`config.mk`:
```
export PLATFORM = sky130hd
export DESIGN_NAME = mesi_line_ctrl
export DESIGN_NICKNAME = d
export VERILOG_FILES = /design/src/rtl/mesi_line_ctrl.sv
export SDC_FILE = /design/constraint.sdc
export NUM_CORES = 2
export LEC_CHECK = 0
export BUFFER_PORTS_ARGS = -buffer_cell sky130_fd_sc_hd__buf_2
export CAP_MARGIN = 10
export CORE_ASPECT_RATIO = 1.75
export CORE_MARGIN = 4
export CORE_UTILIZATION = 30
export CTS_CLUSTER_SIZE = 14
export DETAILED_ROUTE_END_ITERATION = 7
export MAX_ROUTING_LAYER = met4
export SLEW_MARGIN = 20
export SYNTH_ARGS = -nofsm -noshare
export SYNTH_HDL_FRONTEND = slang
export SYNTH_SLANG_ARGS = --single-unit
export TNS_END_PERCENT = 100
```
`constraint.sdc`:
```
create_clock -name clk -period 3.9 [get_ports clk]
set_clock_uncertainty 0.1 [all_clocks]
set_input_delay 0.195 -clock clk [delete_from_list [all_inputs] [get_ports clk]]
set_output_delay 0.195 -clock clk [all_outputs]
set_load 0.02 [all_outputs]
```
`src/rtl/mesi_line_ctrl.sv`:
```
module mesi_line_ctrl #(
  parameter int ADDR_W  = 8,
  parameter int DATA_W  = 32,
  parameter int IDX_W   = 4,
  parameter int MOD_CYC = 3
) (
  input  logic              clk,
  input  logic              rst_n,
  input  logic              core_req,
  input  logic [1:0]        core_op,
  input  logic [ADDR_W-1:0] core_addr,
  input  logic [DATA_W-1:0] core_wdata,
  output logic              core_ack,
  output logic [DATA_W-1:0] core_rdata,
  output logic              bus_req,
  output logic [1:0]        bus_cmd,
  output logic [ADDR_W-1:0] bus_addr,
  output logic [DATA_W-1:0] bus_wdata,
  input  logic              bus_gnt,
  input  logic              bus_done,
  input  logic [DATA_W-1:0] bus_rdata,
  input  logic              bus_shared,
  input  logic              snp_valid,
  input  logic [1:0]        snp_cmd,
  input  logic [ADDR_W-1:0] snp_addr,
  output logic              snp_ack,
  output logic              snp_shared,
  output logic              snp_dirty,
  output logic [DATA_W-1:0] snp_data
);
  localparam int SETS  = 1 << IDX_W;
  localparam int TAG_W = ADDR_W - IDX_W;
  localparam int CW    = $clog2(MOD_CYC + 1);
  localparam logic [CW-1:0] CLAST = CW'(MOD_CYC - 1);

  localparam logic [1:0] LS_I = 2'd0, LS_S = 2'd1, LS_E = 2'd2, LS_M = 2'd3;
  localparam logic [1:0] BC_RD = 2'd1, BC_OWN = 2'd2, BC_WB = 2'd3;
  localparam logic [1:0] OP_ST = 2'd1, OP_AT = 2'd2;

  typedef enum logic [1:0] {C_IDLE, C_BUS, C_WAIT, C_RMW} cst_t;

  logic [1:0]        st [SETS];
  logic [TAG_W-1:0]  tg [SETS];
  logic [DATA_W-1:0] dt [SETS];
  cst_t              cs;
  logic [CW-1:0]     cnt;
  logic [1:0]        cmd_q;

  logic [IDX_W-1:0] c_idx, s_idx;
  logic [TAG_W-1:0] c_tag, s_tag;
  logic [1:0]       cur_st;
  logic             c_match, c_own, s_match, victim_dirty, is_ld, lock, snp_take;

  assign c_idx   = core_addr[IDX_W-1:0];
  assign c_tag   = core_addr[ADDR_W-1:IDX_W];
  assign s_idx   = snp_addr[IDX_W-1:0];
  assign s_tag   = snp_addr[ADDR_W-1:IDX_W];
  assign cur_st  = st[c_idx];
  assign c_match = (cur_st != LS_I) && (tg[c_idx] == c_tag);
  assign c_own   = c_match && (cur_st == LS_M || cur_st == LS_E);
  assign s_match = (st[s_idx] != LS_I) && (tg[s_idx] == s_tag);
  assign is_ld   = (core_op != OP_ST) && (core_op != OP_AT);
  assign victim_dirty = (cur_st == LS_M) && (tg[c_idx] != c_tag);

  assign lock     = (cs == C_RMW);
  assign snp_take = snp_valid && !snp_ack && !lock;

  assign bus_req   = (cs == C_BUS);
  assign bus_cmd   = victim_dirty ? BC_WB : (is_ld ? BC_RD : BC_OWN);
  assign bus_addr  = victim_dirty ? {tg[c_idx], c_idx} : core_addr;
  assign bus_wdata = dt[c_idx];

  always_ff @(posedge clk or negedge rst_n) begin
    if (!rst_n) begin
      for (int i = 0; i < SETS; i++) begin
        st[i] <= LS_I;
        tg[i] <= '0;
        dt[i] <= '0;
      end
      cs         <= C_IDLE;
      cnt        <= '0;
      cmd_q      <= BC_RD;
      core_ack   <= 1'b0;
      core_rdata <= '0;
      snp_ack    <= 1'b0;
      snp_shared <= 1'b0;
      snp_dirty  <= 1'b0;
      snp_data   <= '0;
    end else begin
      core_ack <= 1'b0;
      snp_ack  <= 1'b0;
      if (snp_take) begin
        snp_ack    <= 1'b1;
        snp_shared <= s_match;
        snp_dirty  <= s_match && (st[s_idx] == LS_M);
        snp_data   <= dt[s_idx];
        if (s_match) st[s_idx] <= (snp_cmd == BC_OWN) ? LS_I : LS_S;
      end else begin
        case (cs)
          C_IDLE: if (core_req && !core_ack) begin
            if (is_ld && c_match) begin
              core_rdata <= dt[c_idx];
              core_ack   <= 1'b1;
            end else if (core_op == OP_ST && c_own) begin
              dt[c_idx]  <= core_wdata;
              st[c_idx]  <= LS_M;
              core_ack   <= 1'b1;
            end else if (core_op == OP_AT && c_own) begin
              st[c_idx]  <= LS_M;
              core_rdata <= dt[c_idx];
              cnt        <= '0;
              cs         <= C_RMW;
            end else begin
              cs <= C_BUS;
            end
          end
          C_BUS: if (bus_gnt) begin
            cmd_q <= bus_cmd;
            cs    <= C_WAIT;
          end
          C_WAIT: if (bus_done) begin
            if (cmd_q == BC_WB) begin
              st[c_idx] <= LS_I;
            end else begin
              tg[c_idx] <= c_tag;
              dt[c_idx] <= bus_rdata;
              st[c_idx] <= (cmd_q == BC_OWN) ? LS_M : (bus_shared ? LS_S : LS_E);
            end
            cs <= C_IDLE;
          end
          C_RMW: begin
            if (cnt == CLAST) begin
              dt[c_idx] <= dt[c_idx] + core_wdata;
              core_ack  <= 1'b1;
              cs        <= C_IDLE;
            end else begin
              cnt <= cnt + 1'b1;
            end
          end
          default: cs <= C_IDLE;
        endcase
      end
    end
  end
endmodule

```
## Yosys cells after proc, flatten, opt, wreduce, memory -nomap -nowiden

Cells that the tools add are included.

- Flip-flop bits (word level): 682
- Bits in latches: 0
- Memory bits (writable): 0
- Memory bits (read-only): 0
- Memories: 0

- Add/sub/neg operators: 2
- Multipliers: 0
- Div/mod/pow operators: 0
- Order comparisons: 4
- Equality and inequality tests: 33
- Shift-type cells: 0
- Muxes and demuxes: 78
- Bitwise operators: 7
- Reduce and logical (&&, ||, !) cells: 32

Operators by type and width:

| cell | number |
|---|---|
| $mux W512 | 6 |
| $bwmux W512 | 3 |
| $pmux W512 S3 | 1 |
| $mux W32 | 16 |
| $bmux W32 S4 | 2 |
| $demux W32 S4 | 1 |
| $bwmux W32 | 2 |
| $bwmux W64 | 1 |
| $pmux W32 S2 | 1 |
| $mux W2 | 22 |
| $add A32 B32 Y32 | 1 |
| $and A32 B32 Y32 | 1 |
| $bmux W4 S4 | 2 |
| $not A32 Y32 | 1 |
| $or A32 B32 Y32 | 1 |
| $ne A2 B2 Y1 const B | 11 |
| $eq A2 B2 Y1 const B | 10 |
| $mux W4 | 5 |
| $bmux W2 S4 | 2 |
| $demux W2 S4 | 2 |
| $demux W4 S4 | 1 |
| $logic_and A1 B1 Y1 | 14 |
| $reduce_and A7 Y1 | 2 |
| $ge A5 B5 Y1 const B | 2 |
| other kinds (25) | 46 |

## Logic depth before layout (Yosys ltp)

- Depth in word-level cells: 14
- Mapped depth: 21

## Least setup slack after synthesis

OpenSTA, ideal clock, no wires.

- Path type: in2reg
- Start: input port core_addr[0]
- End: register dt[182] in the netlist's numbering
- Setup time: 0.135 ns
- Data arrival time: 5.560 ns
- Required time: 3.665 ns
- Path slack: -1.895 ns
- Cell stages on the path: 18
- Path buffers: 5
- Cells stage by stage: buf_2 > buf_4 > buf_2 > clkbuf_1 > buf_1 > mux4_2 > mux4_2 > ha_1 > fa_1 > a21o_1 > a221o_1 > a32oi_1 > and2_1 > o21ai_0 > o311ai_1 > o21ai_0 > a21oi_2 > o21ai_0

RTL lines:

| item | RTL line | text |
|---|---|---|
| from (decl) | 11 | `input logic [ADDR_W-1:0] core_addr,` |
| $not A4 Y5 | - |  |
| $bmux W32 S4 | - |  |
| $mux W32 (2 in series) | - |  |
| via bus_wdata[0] | 18 | `output logic [DATA_W-1:0] bus_wdata,` |
| $add A32 B32 Y32 | 133 | `dt[c_idx] <= dt[c_idx] + core_wdata;` |
| $bwmux W512 | 133 |  |
| $mux W512 | 132 | `if (cnt == CLAST) begin` |
| $pmux W512 S3 | 99 | `case (cs)` |
| to (signal, indexed assignment) | 105 | `dt[c_idx] <= core_wdata;` |
| to (signal, indexed assignment) | 126 | `dt[c_idx] <= bus_rdata;` |
| to (signal, indexed assignment) | 133 |  |
| to (decl) | 44 | `logic [DATA_W-1:0] dt [SETS];` |

The timed path passes the listed nets, and every way through them passes these cells. The select of a mux whose other input is x is not followed.
A chain may end at the register's enable or synchronous reset.

## Worst setup path in the final report

- Start: register dt[128] in the netlist's numbering
- End: register dt[188] in the netlist's numbering

- Cells in the longest elaborated chain, start to end: 7

Ends and longest elaborated chain:

| item | RTL line |
|---|---|
| $bmux W32 S4 | 133 |
| $mux W32 (implied by the code) (2 in series) | 133 |
| $add A32 B32 Y32 | 133 |
| $bwmux W512 | 133 |
| $mux W512 | 132 |
| $pmux W512 S3 | 99 |

Every way passes these cells. The select of a mux whose other input is x is not followed.

==> results.txt <==
Inserted Clock Buffers - 76
CP required - 4400 ps
Crit Path Category - register to register
most frequent cells in the layout - dfrtp_1 (680), nand2_1 (674), buf_4 (629)
Clock H-tree levels - 3
Routed WL per cell - 26.4 µm
#FFs+latches synth - 682
relative slew slack - 25.9%
remaining global-route overflow - 0
io pins - 202
CTS tree - built
Setup-failing EPs final - 316
grt met1 use - 27.5%
number of antenna violations at the first check in global routing - 17
sequential share of the synthesized area - 42.3%
Clock transition at path regs - 60 ps
vias - 36674
largest net degree at the start of global routing - 96
DR iter-0 viols - 3389
clk_lat worst skew - 700 ps
cells after synthesis - 3859
critical path arrival - 4860 ps
element type at the critical path end - register
grt met3 use - 4.20%
antenna viol nets, final - 0
CTS max path bufs - 3
Synth area leaders - dfrtp_1 (42%), mux4_2 (20%), o21ai_0 (6.4%)
Max Fclk - 0.230 GHz
routability congestion estimate - 0.957
Final HPWL DP - 122000 µm
Mapped Nets - 3989
vias in the first global route - 37559
part of the cycle the worst path needs - 112%
Yosys cell types - 90
CP max FO - 6
nets@finish - 4744
P_leak - 23.3 nW
vias per cell - 5.66
Netlist Area Pre-Place - 0.0403 mm²
failing checks - setup timing
IO Port Bufs - 201
dpl cell area - 0.0488 mm²
Post-synth top flop - dfrtp_1
Hold Vio Cnt, Final - 0
placed cells - 6223
commonest non-fill, non-tap cell in the layout - dfrtp_1
first-pass GRT wire length - 250000 µm
actual slew at the worst max-slew pin - 1110 ps
design area - 0.0539 mm²
global-route layer with the greatest usage - met2
total track usage - 24.5%
share of layout cells above drive strength 1 - 38.7%
Worst Setup Start Kind - register
Die Span Y - 493 µm
unrepaired setup endpoints after global routing - yes
drt total wl - 171000 µm
final worst slack - -457 ps
Die W - 285 µm
max-slew violations - 0
Initial Utilization - 30.3%
post-synth top area cell - dfrtp_1
Core Region - 0.133 mm²
# fillers - 12919
fin cells - 6479
Max VDD drop - 0.355 mV
Syn-to-layout area delta - 33.6%
Yosys top cell area share - 42.3%
Finished Core Util - 40.4%
pre-CTS WS - -828 ps
DRC - 0
Final Power - 40.8 mW
EDFF count, synth - 0
Root Buffer - clkbuf_16
clock sink count - 682
Mean Syn Cell Area - 10.5 µm²
status - finished, violations left
Tightest Hold Check Type - input port to register
Ys Warns - 0
Synth async-reset ratio - 100%
pwr dens - 757 mW/mm²
post-layout min period - 4360 ps
M2 GR Usage - 40.1%
First-pass DRT Iterations - 6
max-cap violations - 0
Rows - 177
Die ar. - 0.141 mm²
what timing repair did:
item | in CTS | in global routing
setup endpoints to repair | 335 | 385
pin swaps | 66 | 62
buffers inserted | 19 | 14
cloned | 7 | 4
hold buffers | 67 | 1
gates resized for setup | 200 | 167
endpoints found under the hold margin | 344 | 1
per-layer routing:
metal  share of wire [%]  vias up
li1                    -    15863
met4                 8.4        0
met3                 7.4      586
met1                  36    18411
met5                   0        -
met2                  48     1814
where the power goes:
part / leakage [nW] / switching [mW] / total [mW] / internal [mW]
clock network: 1.25 / 3.25 / 7.59 / 4.35
logic: 13.2 / 10.8 / 21.2 / 10.4
registers: 8.80 / 2.10 / 12.0 / 9.88
synthesized netlist by cell type, types with 9 or more instances:
cell type    n
xor2_1      18
buf_2       51
ha_1        38
nand2_1    679
o221ai_1    19
o21ai_1     47
a22oi_1     16
clkbuf_1   225
a21boi_0    10
dfrtp_1    681
nand3_1     58
a221oi_1     9
buf_4       11
a22o_1      20
a41oi_1     18
a221o_1     12
o22ai_1     47
buf_6       13
nor2b_1     11
nor3_1      40
nand2b_1    15
mux2_2      70
o31ai_1      9
and3_1      12
xnor2_1     22
nor2_1     246
mux2i_1     45
a21o_1      18
o21ai_0    515
a21oi_1    244
a31oi_1     26
o211ai_1    30
and2_1       9
inv_1       22
mux4_2     362
buf_1       38
state kept, by name, summed over array words and instances, names as in the netlist:
signal      count
st             32
cmd_q           2
snp_ack         1
snp_shared      1
snp_data       32
snp_dirty       1
tg             64
core_ack        1
dt            512
cs              2
core_rdata     32
cnt             2
worst max-delay path, cell delays in order, from the launching register on:
cell	delay [ps]
dfrtp_1	400
mux4_2	480
mux4_2	560
ha_4	200
fa_2	350
a21o_1	180
a221o_1	350
a32oi_2	270
o21ai_2	130
a21o_4	250
buf_6	130
a31oi_4	150
mux2_4	370
and3_4	200
o21ai_1	140
metrics by stage:
step	hold slack (ps)	setup TNS, ps
final	61.1	-68120
after CTS	2.44	-69500
after floorplan	-201	-217410
after global routing	61.9	-113850
after global placement	250	-187040
after detailed placement	257	-190070
final cells by class:
type | instances | area (µm²) | share of cell area [%]
clock buffer | 113 | 2240 | 4.16
clock inverter | 25 | 337 | 0.625
tap | 1790 | 2240 | 4.16
timing repair buffer | 1018 | 8610 | 16.0
antenna | 15 | 37.5 | 0.0697
inverter | 25 | 93.8 | 0.174
multi-input combinational | 2811 | 23200 | 43.2
sequential | 682 | 17100 | 31.7
kinds of logic (layout without fill, tap and decap cells):
group           Yosys count  after routing  share of synthesized area [%]
simple gates           1124           1125                           11.6
flops                   682            682                           42.3
compound gates         1116           1119                           16.1
fa+ha+maj                39             39                           1.23
other cells               0             15                              0
buf+inv                 370           1181                           4.14
mux                     487            487                           23.7
xor+xnor                 41             41                          0.909
final timing paths:
path / from / to / cells past startpoint / slack, ps
worst max-delay path: dt[128] / dt[188] / 14 / -460
worst min-delay path: core_wdata[6] / dt[486] / 5 / 60
worst max register to register: dt[128] / dt[188] / 14 / -460
worst min register to register: snp_data[27] / snp_data[27] / 2 / 370
max in group asynchronous: rst_n / dt[479] / 3 / 2420
min in group asynchronous: rst_n / st[0] / 2 / 80
Note: power is estimated with default switching activity, not from simulation.
